===== src/rtl/dacbank_pkg.sv =====
package dacbank_pkg;
  localparam int NUM_CH     = 32;
  localparam int CODE_W     = 14;
  localparam int ADDR_W     = $clog2(NUM_CH);
  localparam int FRAME_BITS = ADDR_W + CODE_W;
  localparam int CNT_W      = $clog2(FRAME_BITS + 1);

  typedef struct packed {
    logic [ADDR_W-1:0] chan;
    logic [CODE_W-1:0] code;
  } dac_word_t;
endpackage


===== src/rtl/dacbank_sync.sv =====
module dacbank_sync #(
  parameter int          W       = 3,
  parameter logic [W-1:0] RST_VAL = '1
) (
  input  logic         clk,
  input  logic         rst_n,
  input  logic [W-1:0] async_in,
  output logic [W-1:0] sync_out,
  output logic [W-1:0] prev_out
);
  // Two flops per line bring it into the clk domain; a third holds the
  // previous synchronized sample for edge detection.
  for (genvar i = 0; i < W; i++) begin : g_line
    logic s1, s2, s3;
    always_ff @(posedge clk or negedge rst_n) begin
      if (!rst_n) begin
        s1 <= RST_VAL[i];
        s2 <= RST_VAL[i];
        s3 <= RST_VAL[i];
      end else begin
        s1 <= async_in[i];
        s2 <= s1;
        s3 <= s2;
      end
    end
    assign sync_out[i] = s2;
    assign prev_out[i] = s3;
  end
endmodule


===== src/rtl/dacbank_frame_rx.sv =====
module dacbank_frame_rx
  import dacbank_pkg::*;
#(
  parameter int A_W = ADDR_W,
  parameter int C_W = CODE_W,
  localparam int N_BITS = A_W + C_W,
  localparam int N_CW   = $clog2(N_BITS + 1)
) (
  input  logic            clk,
  input  logic            rst_n,
  input  logic            fs_fall,
  input  logic            sck_fall,
  input  logic            sdi,
  output logic            armed,
  output logic [N_CW-1:0] bit_cnt,
  output logic            frm_valid,
  output logic [A_W-1:0]  frm_chan,
  output logic [C_W-1:0]  frm_code
);
  logic [N_BITS-1:0] shreg;

  always_ff @(posedge clk or negedge rst_n) begin
    if (!rst_n) begin
      armed     <= 1'b0;
      bit_cnt   <= '0;
      shreg     <= '0;
      frm_valid <= 1'b0;
    end else begin
      frm_valid <= 1'b0;
      if (!armed) begin
        // Idle: only a falling sync edge starts a frame; clocks are dropped.
        if (fs_fall) begin
          armed   <= 1'b1;
          bit_cnt <= '0;
        end
      end else if (sck_fall) begin
        // Armed: sync edges are ignored, bits counted until the frame is full.
        shreg <= {shreg[N_BITS-2:0], sdi};
        if (bit_cnt == N_CW'(N_BITS - 1)) begin
          armed     <= 1'b0;
          bit_cnt   <= '0;
          frm_valid <= 1'b1;
        end else begin
          bit_cnt <= bit_cnt + 1'b1;
        end
      end
    end
  end

  assign frm_chan = shreg[N_BITS-1:C_W];
  assign frm_code = shreg[C_W-1:0];
endmodule


===== src/rtl/dacbank_code_bank.sv =====
module dacbank_code_bank #(
  parameter int N_CH = 32,
  parameter int C_W  = 14,
  localparam int A_W = $clog2(N_CH)
) (
  input  logic           clk,
  input  logic           rst_n,
  input  logic           wr_en,
  input  logic [A_W-1:0] wr_chan,
  input  logic [C_W-1:0] wr_code,
  input  logic [A_W-1:0] rd_chan,
  output logic [C_W-1:0] rd_code
);
  logic [C_W-1:0] codes [N_CH];

  for (genvar c = 0; c < N_CH; c++) begin : g_ch
    always_ff @(posedge clk or negedge rst_n) begin
      if (!rst_n)
        codes[c] <= '0;
      else if (wr_en && wr_chan == A_W'(c))
        codes[c] <= wr_code;
    end
  end

  assign rd_code = codes[rd_chan];
endmodule


===== src/rtl/dacbank_top.sv =====
module dacbank_top
  import dacbank_pkg::*;
#(
  parameter int N_CH = NUM_CH,
  parameter int C_W  = CODE_W,
  localparam int A_W  = $clog2(N_CH),
  localparam int N_CW = $clog2(A_W + C_W + 1)
) (
  input  logic           clk,
  input  logic           rst_n,
  input  logic           fs_n_in,
  input  logic           sck_in,
  input  logic           sdi_in,
  input  logic [A_W-1:0] rd_chan,
  output logic [C_W-1:0] rd_code,
  output logic           upd_valid,
  output logic [A_W-1:0] upd_chan,
  output logic [C_W-1:0] upd_code
);
  // Line order in the synchronizer: [2]=sync, [1]=sclk, [0]=data
  logic [2:0] ln_cur, ln_prev;
  logic       fs_fall, sck_fall;
  logic       rx_armed;
  logic [N_CW-1:0] rx_cnt;

  dacbank_sync #(.W(3), .RST_VAL(3'b110)) u_sync (
    .clk      (clk),
    .rst_n    (rst_n),
    .async_in ({fs_n_in, sck_in, sdi_in}),
    .sync_out (ln_cur),
    .prev_out (ln_prev)
  );

  assign fs_fall  = ln_prev[2] & ~ln_cur[2];
  assign sck_fall = ln_prev[1] & ~ln_cur[1];

  dacbank_frame_rx #(.A_W(A_W), .C_W(C_W)) u_rx (
    .clk       (clk),
    .rst_n     (rst_n),
    .fs_fall   (fs_fall),
    .sck_fall  (sck_fall),
    .sdi       (ln_cur[0]),
    .armed     (rx_armed),
    .bit_cnt   (rx_cnt),
    .frm_valid (upd_valid),
    .frm_chan  (upd_chan),
    .frm_code  (upd_code)
  );

  dacbank_code_bank #(.N_CH(N_CH), .C_W(C_W)) u_bank (
    .clk     (clk),
    .rst_n   (rst_n),
    .wr_en   (upd_valid),
    .wr_chan (upd_chan),
    .wr_code (upd_code),
    .rd_chan (rd_chan),
    .rd_code (rd_code)
  );
endmodule


===== config.mk =====
export PLATFORM = sky130hd
export DESIGN_NAME = dacbank_top
export DESIGN_NICKNAME = d
export VERILOG_FILES = /design/src/rtl/dacbank_pkg.sv /design/src/rtl/dacbank_sync.sv /design/src/rtl/dacbank_frame_rx.sv /design/src/rtl/dacbank_code_bank.sv /design/src/rtl/dacbank_top.sv
export SDC_FILE = /design/constraint.sdc
export NUM_CORES = 1
export LEC_CHECK = 0
export BUFFER_PORTS_ARGS = -buffer_cell sky130_fd_sc_hd__buf_2
export CORE_MARGIN = 1
export CORE_UTILIZATION = 50
export CTS_BUF_LIST = sky130_fd_sc_hd__clkbuf_8 sky130_fd_sc_hd__clkbuf_16
export CTS_CLUSTER_SIZE = 20
export DETAILED_ROUTE_END_ITERATION = 7
export MAX_ROUTING_LAYER = met4
export PLACE_DENSITY_LB_ADDON = 0.1
export SLEW_MARGIN = 20
export SYNTH_ARGS = -nofsm -noshare
export SYNTH_HDL_FRONTEND = slang
export SYNTH_SLANG_ARGS = --single-unit
export TNS_END_PERCENT = 5

===== constraint.sdc =====
create_clock -name clk -period 5.65 [get_ports clk]
set_input_delay 0.2825 -clock clk [delete_from_list [all_inputs] [get_ports clk]]
set_output_delay 0.2825 -clock clk [all_outputs]
set_load 0.05 [all_outputs]

==> impl_metrics.csv, run 1 <==
group,metric,value,unit
run_status,run_status,"complete, no violations",
die,rows,76,
final_layout,antenna_cells,0,
drt,ant_nets,0,
critical_path,crit_path_max_fanout,33,
timing,worst_pin_slew,1.20,ns
synthesis,syn_inst,1605,
final_layout,layout_commonest_cell,"dfrtp_1",
power,ir_worst_vdd,266,uV
timing,hold_viol,0,
timing,rsz0062_at_grt,"false",
final_layout,fin_util,0.568,
timing,setup_ws,2.49,ns
final_layout,design_area,24600,um^2
critical_path,critPathArrivalTime,2.88,ns
place,dp_slack,2.53,ns
synthesis,yosys_warnings,0,
place,gp_congestion,0.829,
place,port_buffers,43,
final_layout,layout_common_cells,"dfrtp_1 (474), mux2_2 (467), mux2i_1 (224)",
critical_path,crit_path_end_kind,"output port",
drt,route.vias.total,13412,
drt,finalWirelength,58300,um
drt,via_per_inst,6.00,
synthesis,yosysUniqueCellTypes,33,
final_layout,regArea,12100,um^2
die,placeableCoreArea,43300,um^2
power,power_frac_seq,0.446,
synthesis,synthesis.nets,1617,
power,clockPowerShare,0.414,
power,p_leak,0.0124,uW
die,die_area,44800,um^2
global_routing,grt_pass1_vias,13865,
critical_path,crit_required,5.37,ns
final_layout,multi_input_area,9330,um^2
drt,drc,0,
global_routing,grt_start_max_net_pins,155,
die,dieHeight,212,um
synthesis,syn-cell-area,22000,um^2
critical_path,path_class,"primary input to output port",
drt,wire_per_inst,26.1,um
place,dpl-instance-area,22800,um^2
global_routing,track_usage,0.277,
timing,max_freq,316,MHz
clocking,cts.clk_slew.worst_paths,0.06,ns
synthesis,avgSynthCellArea,13.7,um^2
clocking,cts_setup_buffers,0,
final_layout,syn_to_final_growth,11.8,%
power,power_density,334,nW/um^2
min_path,worst_hold_path_type,"primary input to async pin",
timing,fin_crit_sh,0.560,
final_layout,drive_gt1_frac,0.399,
clocking,clockRootBuffer,"clkbuf_16",
die,io_pins,44,
timing,period_minus_slack,3.16,ns
timing,slew_violations,0,
timing,holdWs,0.299,ns
critical_path,critPathLaunchType,"primary input",
power,p_sw,2410,uW
drt,dr.pass1.iters,5,
clocking,clk_latency,0.59,ns
clocking,htreeDepth,2,
power,switching_share,0.294,
global_routing,grt_pass1_wl,89200,um
synthesis,ys_seq_area_frac,0.549,
global_routing,overflow,0,
place,dp_hpwl,34900,um
clocking,cts_tree,"yes",
clocking,cts_sinks,482,
timing,setup_violations,0,
final_layout,nNetsFinal,1624,
synthesis,ys_seq_elements,482,
timing,tns,0,ns
timing,skew,0.0188,ns
die,die_w,212,um
drt,drt_iter0_markers,846,
final_layout,fillers,3585,
flow_run,cap_violations,0,
power,combPwrFrac,0.141,
timing,slew_headroom,0.201,
power,p_int,5800,uW
clocking,numCtsBuffers,52,
global_routing,grt_antenna_before_repair,0,
clocking,max-clock-path-buffers,3,
die,start_util,0.508,
-- state kept, by name, summed over array words and instances (netlist names) --
| name | flops |
|---|---|
| u_rx.armed | 1 |
| u_rx.frm_valid | 1 |
| u_sync.g_line.s2 | 3 |
| u_rx.shreg | 19 |
| u_sync.g_line.s1 | 3 |
| u_rx.bit_cnt | 5 |
| u_sync.g_line.s3 | 2 |
| u_bank.codes | 448 |
-- cells by family after synthesis --
logic type / share of synthesized area
and+or+nand+nor: 0.0360
adders and majority gates: 0.00114
buffers and inverters: 0.0292
AOI/OAI and AO/OA: 0.0431
xor gates and xnor gates: 0.000398
muxes: 0.341
DFF: 0.549
-- worst paths after layout --
check,from,endpoint,slack (ns),cells after the start
hold / removal,rst_n,u_bank.codes[89]$_DFFE_PN0P_,0.30,2
max in group asynchronous,rst_n,u_bank.codes[339]$_DFFE_PN0P_,3.79,3
setup reg to reg,u_rx.shreg[15]$_DFFE_PN0P_,u_bank.codes[344]$_DFFE_PN0P_,2.76,4
hold reg to reg,u_sync.g_line[1].s1$_DFF_PN1_,u_sync.g_line[1].s2$_DFF_PN1_,0.36,0
min in group clk,sdi_in,u_sync.g_line[0].s1$_DFF_PN0_,0.33,2
setup / recovery,rd_chan[1],rd_code[10],2.49,8
-- worst max-delay path, cell delays in order --
cell and delay, ns:
buf_2 0.16, nor2b_4 0.92, buf_4 0.47, a22o_1 0.18
nor3_1 0.05, a31oi_1 0.40, nand3_1 0.15, buf_2 0.25
-- per-layer routing --
layer	GRT usage	up-vias	wire [um]
met5	-	-	0
met4	0.0590	0	982
met3	0.0384	76	2330
met2	0.447	279	28500
met1	0.375	7194	26600
li1	-	5863	-
-- cells in the mapped netlist (all sizes together) --
cell type / instances / area, um^2
or2: 1 / 6.26
nand3: 30 / 150
nand2b: 6 / 37.5
nand2: 46 / 173
nor3b: 2 / 25.0
nand4bb: 1 / 11.3
nor2b: 8 / 50.1
inv: 3 / 11.3
and2: 1 / 6.26
o31a: 1 / 8.76
buf: 68 / 364
a22o: 28 / 245
clkbuf: 71 / 267
nand4: 15 / 93.8
a31oi: 14 / 87.6
o31ai: 2 / 15.0
nor4: 2 / 25.0
ha: 2 / 25.0
o21ai: 5 / 25.0
mux2: 467 / 5260
a21oi: 29 / 145
mux2i: 224 / 2240
dfrtp: 476 / 11900
dfstp: 6 / 158
xor2: 1 / 8.76
nor2: 16 / 60.1
a22oi: 56 / 420
nor3: 20 / 120
nand3b: 1 / 7.51
nand4b: 3 / 26.3
-- final cells by class --
cell class / instances / area share
clock inverters: 23 / 0.00718
multi-input cells: 981 / 0.380
repair buffers: 92 / 0.0285
well taps: 585 / 0.0298
clock buffers: 69 / 0.0629
inverters: 3 / 0.000458
flip-flops and latches: 482 / 0.491
-- per-stage QoR --
step / instances / total power [uW]
after floorplan: 1605 / 4350
after global placement: 2137 / 4870
after detailed placement: 2137 / 4880
after CTS: 2233 / 8300
after global routing: 2235 / 8500
final: 2235 / 8210
-- power by group through the flow --
stage | Clock, uW | Combinational (uW) | Sequential [uW]
finish | 3400 | 1160 | 3660
global route | 3610 | 1220 | 3670
CTS | 3480 | 1160 | 3660
detailed placement | 0 | 1160 | 3720
global placement | 0 | 1150 | 3720
floorplan | 0 | 540 | 3810
-- what timing repair did --
item,4_1_cts,5_1_grt
endpoints found under the hold margin,89,0
hold buffers,4,0
resized for setup,0,0
Power figures use the tool's default switching activity.
==> inputs of run 2 (changes only) <==
==> constraint.sdc (replaced) <==
create_clock -name clk -period 3.3 [get_ports clk]
set_input_delay 0.165 -clock clk [delete_from_list [all_inputs] [get_ports clk]]
set_output_delay 0.165 -clock clk [all_outputs]
set_load 0.05 [all_outputs]
==> run 2 against run 1 <==
Non-clock buffer count grew 31. Cell area rose by 1.1%. Worst setup slack lost 1.7 ns. Sequential cell count stayed put. Clock power is 72% higher. Clock-buffer cell count decreased by 3. Register-to-register slack got worse by 1.8 ns. Combinational power increased by 65%. Clock skew rose by 0.013 ns.
==> impl_metrics.csv, run 2 (same netlist as run 1, synthesis figures left out) <==
group,metric,value,unit
clocking,cts.clk_slew.worst_paths,0.06,ns
timing,skew,0.0318,ns
place,dp_hpwl,35600,um
clocking,clk_latency,0.61,ns
critical_path,slowest_stage,"nor3_1",
critical_path,critPathBufInv,1,
critical_path,critPathTopFamily,"simple AND/OR/NAND/NOR gates",
timing,period_minus_slack,2.51,ns
final_layout,fin_util,0.574,
drt,via_per_inst,5.88,
power,power_density,568,nW/um^2
die,die_w,212,um
final_layout,drive_gt1_frac,0.409,
drt,finalWirelength,55700,um
clocking,cts_tree,"yes",
place,port_buffers,43,
global_routing,grt_pass1_vias,14198,
timing,hold_viol,0,
clocking,htreeDepth,2,
timing,setup_violations,0,
flow_run,cap_violations,0,
clocking,max-clock-path-buffers,3,
place,gp_congestion,0.820,
global_routing,grt_antenna_before_repair,1,
die,io_pins,44,
global_routing,overflow,0,
critical_path,max_stage_delay,0.51,ns
timing,slew_headroom,0.325,
timing,rsz0062_at_grt,"false",
die,placeableCoreArea,43300,um^2
critical_path,crit_path_max_fanout,2,
place,dp.cells,2170,
timing,slew_violations,0,
drt,route.vias.total,13341,
drt,drt_iter0_markers,876,
final_layout,top_register,"u_bank.codes",
global_routing,grt_start_max_net_pins,80,
power,total_power,14100,uW
critical_path,critPathArrivalTime,2.35,ns
timing,tns,0,ns
die,rows,76,
timing,fin_crit_sh,0.762,
final_layout,final_cells,2267,
timing,worst_pin_slew,1.01,ns
die,die_area,44800,um^2
power,p_leak,0.0126,uW
drt,drc,0,
clocking,clockRootBuffer,"clkbuf_16",
critical_path,crit_path_end_kind,"output port",
timing,max_freq,398,MHz
drt,wire_per_inst,24.6,um
min_path,worst_hold_path_type,"primary input to async pin",
final_layout,layout_commonest_cell,"dfrtp_1",
power,ir_worst_vdd,503,uV
final_layout,syn_to_final_growth,13.0,%
clocking,numCtsBuffers,52,
drt,dr.pass1.iters,5,
critical_path,crit_required,3.13,ns
run_status,run_status,"complete, no violations",
timing,holdWs,0.176,ns
final_layout,nNetsFinal,1655,
final_layout,top_regs,"u_bank.codes: 448 flops, u_rx.shreg: 19 flops, u_rx.bit_cnt: 5 flops",
clocking,cts_sinks,482,
global_routing,track_usage,0.268,
die,start_util,0.508,
critical_path,critPathLaunchType,"flip-flop",
die,dieHeight,212,um
critical_path,path_class,"flip-flop to output port",
critical_path,path_cells,"mux2i_1, a22o_1, nor3_1, a31oi_1, nand3_1, buf_2",
final_layout,layout_common_cells,"dfrtp_1 (474), mux2_2 (467), mux2i_1 (224)",
global_routing,grt_pass1_wl,86700,um
drt,ant_nets,0,
final_layout,largest_register_ffs,448,
[run 2: path summary, 6_finish.rpt]
| kind | from | to | slack [ns] | cells after the start |
|---|---|---|---|---|
| max | u_bank.codes[347]$_DFFE_PN0P_ | rd_code[11] | 0.79 | 6 |
| max in group asynchronous | rst_n | u_bank.codes[176]$_DFFE_PN0P_ | 2.05 | 4 |
| min | rst_n | u_bank.codes[71]$_DFFE_PN0P_ | 0.18 | 2 |
| min in group clk | sck_in | u_sync.g_line[1].s1$_DFF_PN1_ | 0.20 | 2 |
| max reg2reg | u_rx.shreg[17]$_DFFE_PN0P_ | u_bank.codes[318]$_DFFE_PN0P_ | 0.94 | 3 |
| min reg2reg | u_sync.g_line[0].s1$_DFF_PN0_ | u_sync.g_line[0].s2$_DFF_PN0_ | 0.35 | 0 |
[run 2: through the flow]
step,setup WS (ns),instance area [um^2]
2_1_floorplan,1.17,22000
3_3_place_gp,0.978,23100
6_report,0.786,24800
4_1_cts,0.855,24800
5_1_grt,0.676,24800
3_5_place_dp,0.947,23100
[run 2: what timing repair did]
action	4_1_cts	5_1_grt
setup buffers	0	0
hold buffers	4	0
resized for setup	0	0
endpoints found under the hold margin	75	0
[run 2: final cells by class]
| cell class | count | area, um^2 |
|---|---|---|
| fill | 3537 | 18400 |
| timing repair buffer | 123 | 983 |
| antenna | 1 | 2.50 |
| clock inverter | 26 | 228 |
| tap | 585 | 732 |
| multi-input combinational | 981 | 9320 |
| sequential | 482 | 12100 |
| inverter | 3 | 11.3 |
| clock buffer | 66 | 1510 |
[run 2: power breakdown]
| part | internal [uW] | switching (uW) |
|---|---|---|
| registers | 6020 | 346 |
| logic | 454 | 1450 |
| clock network | 3500 | 2340 |
[run 2: per-layer routing]
layer,global-route usage,part of all wire,vias up
met4,0.0865,0.026,0
met3,0.0417,0.045,93
met2,0.418,0.47,282
met5,-,0,-
li1,-,-,5906
met1,0.359,0.46,7060
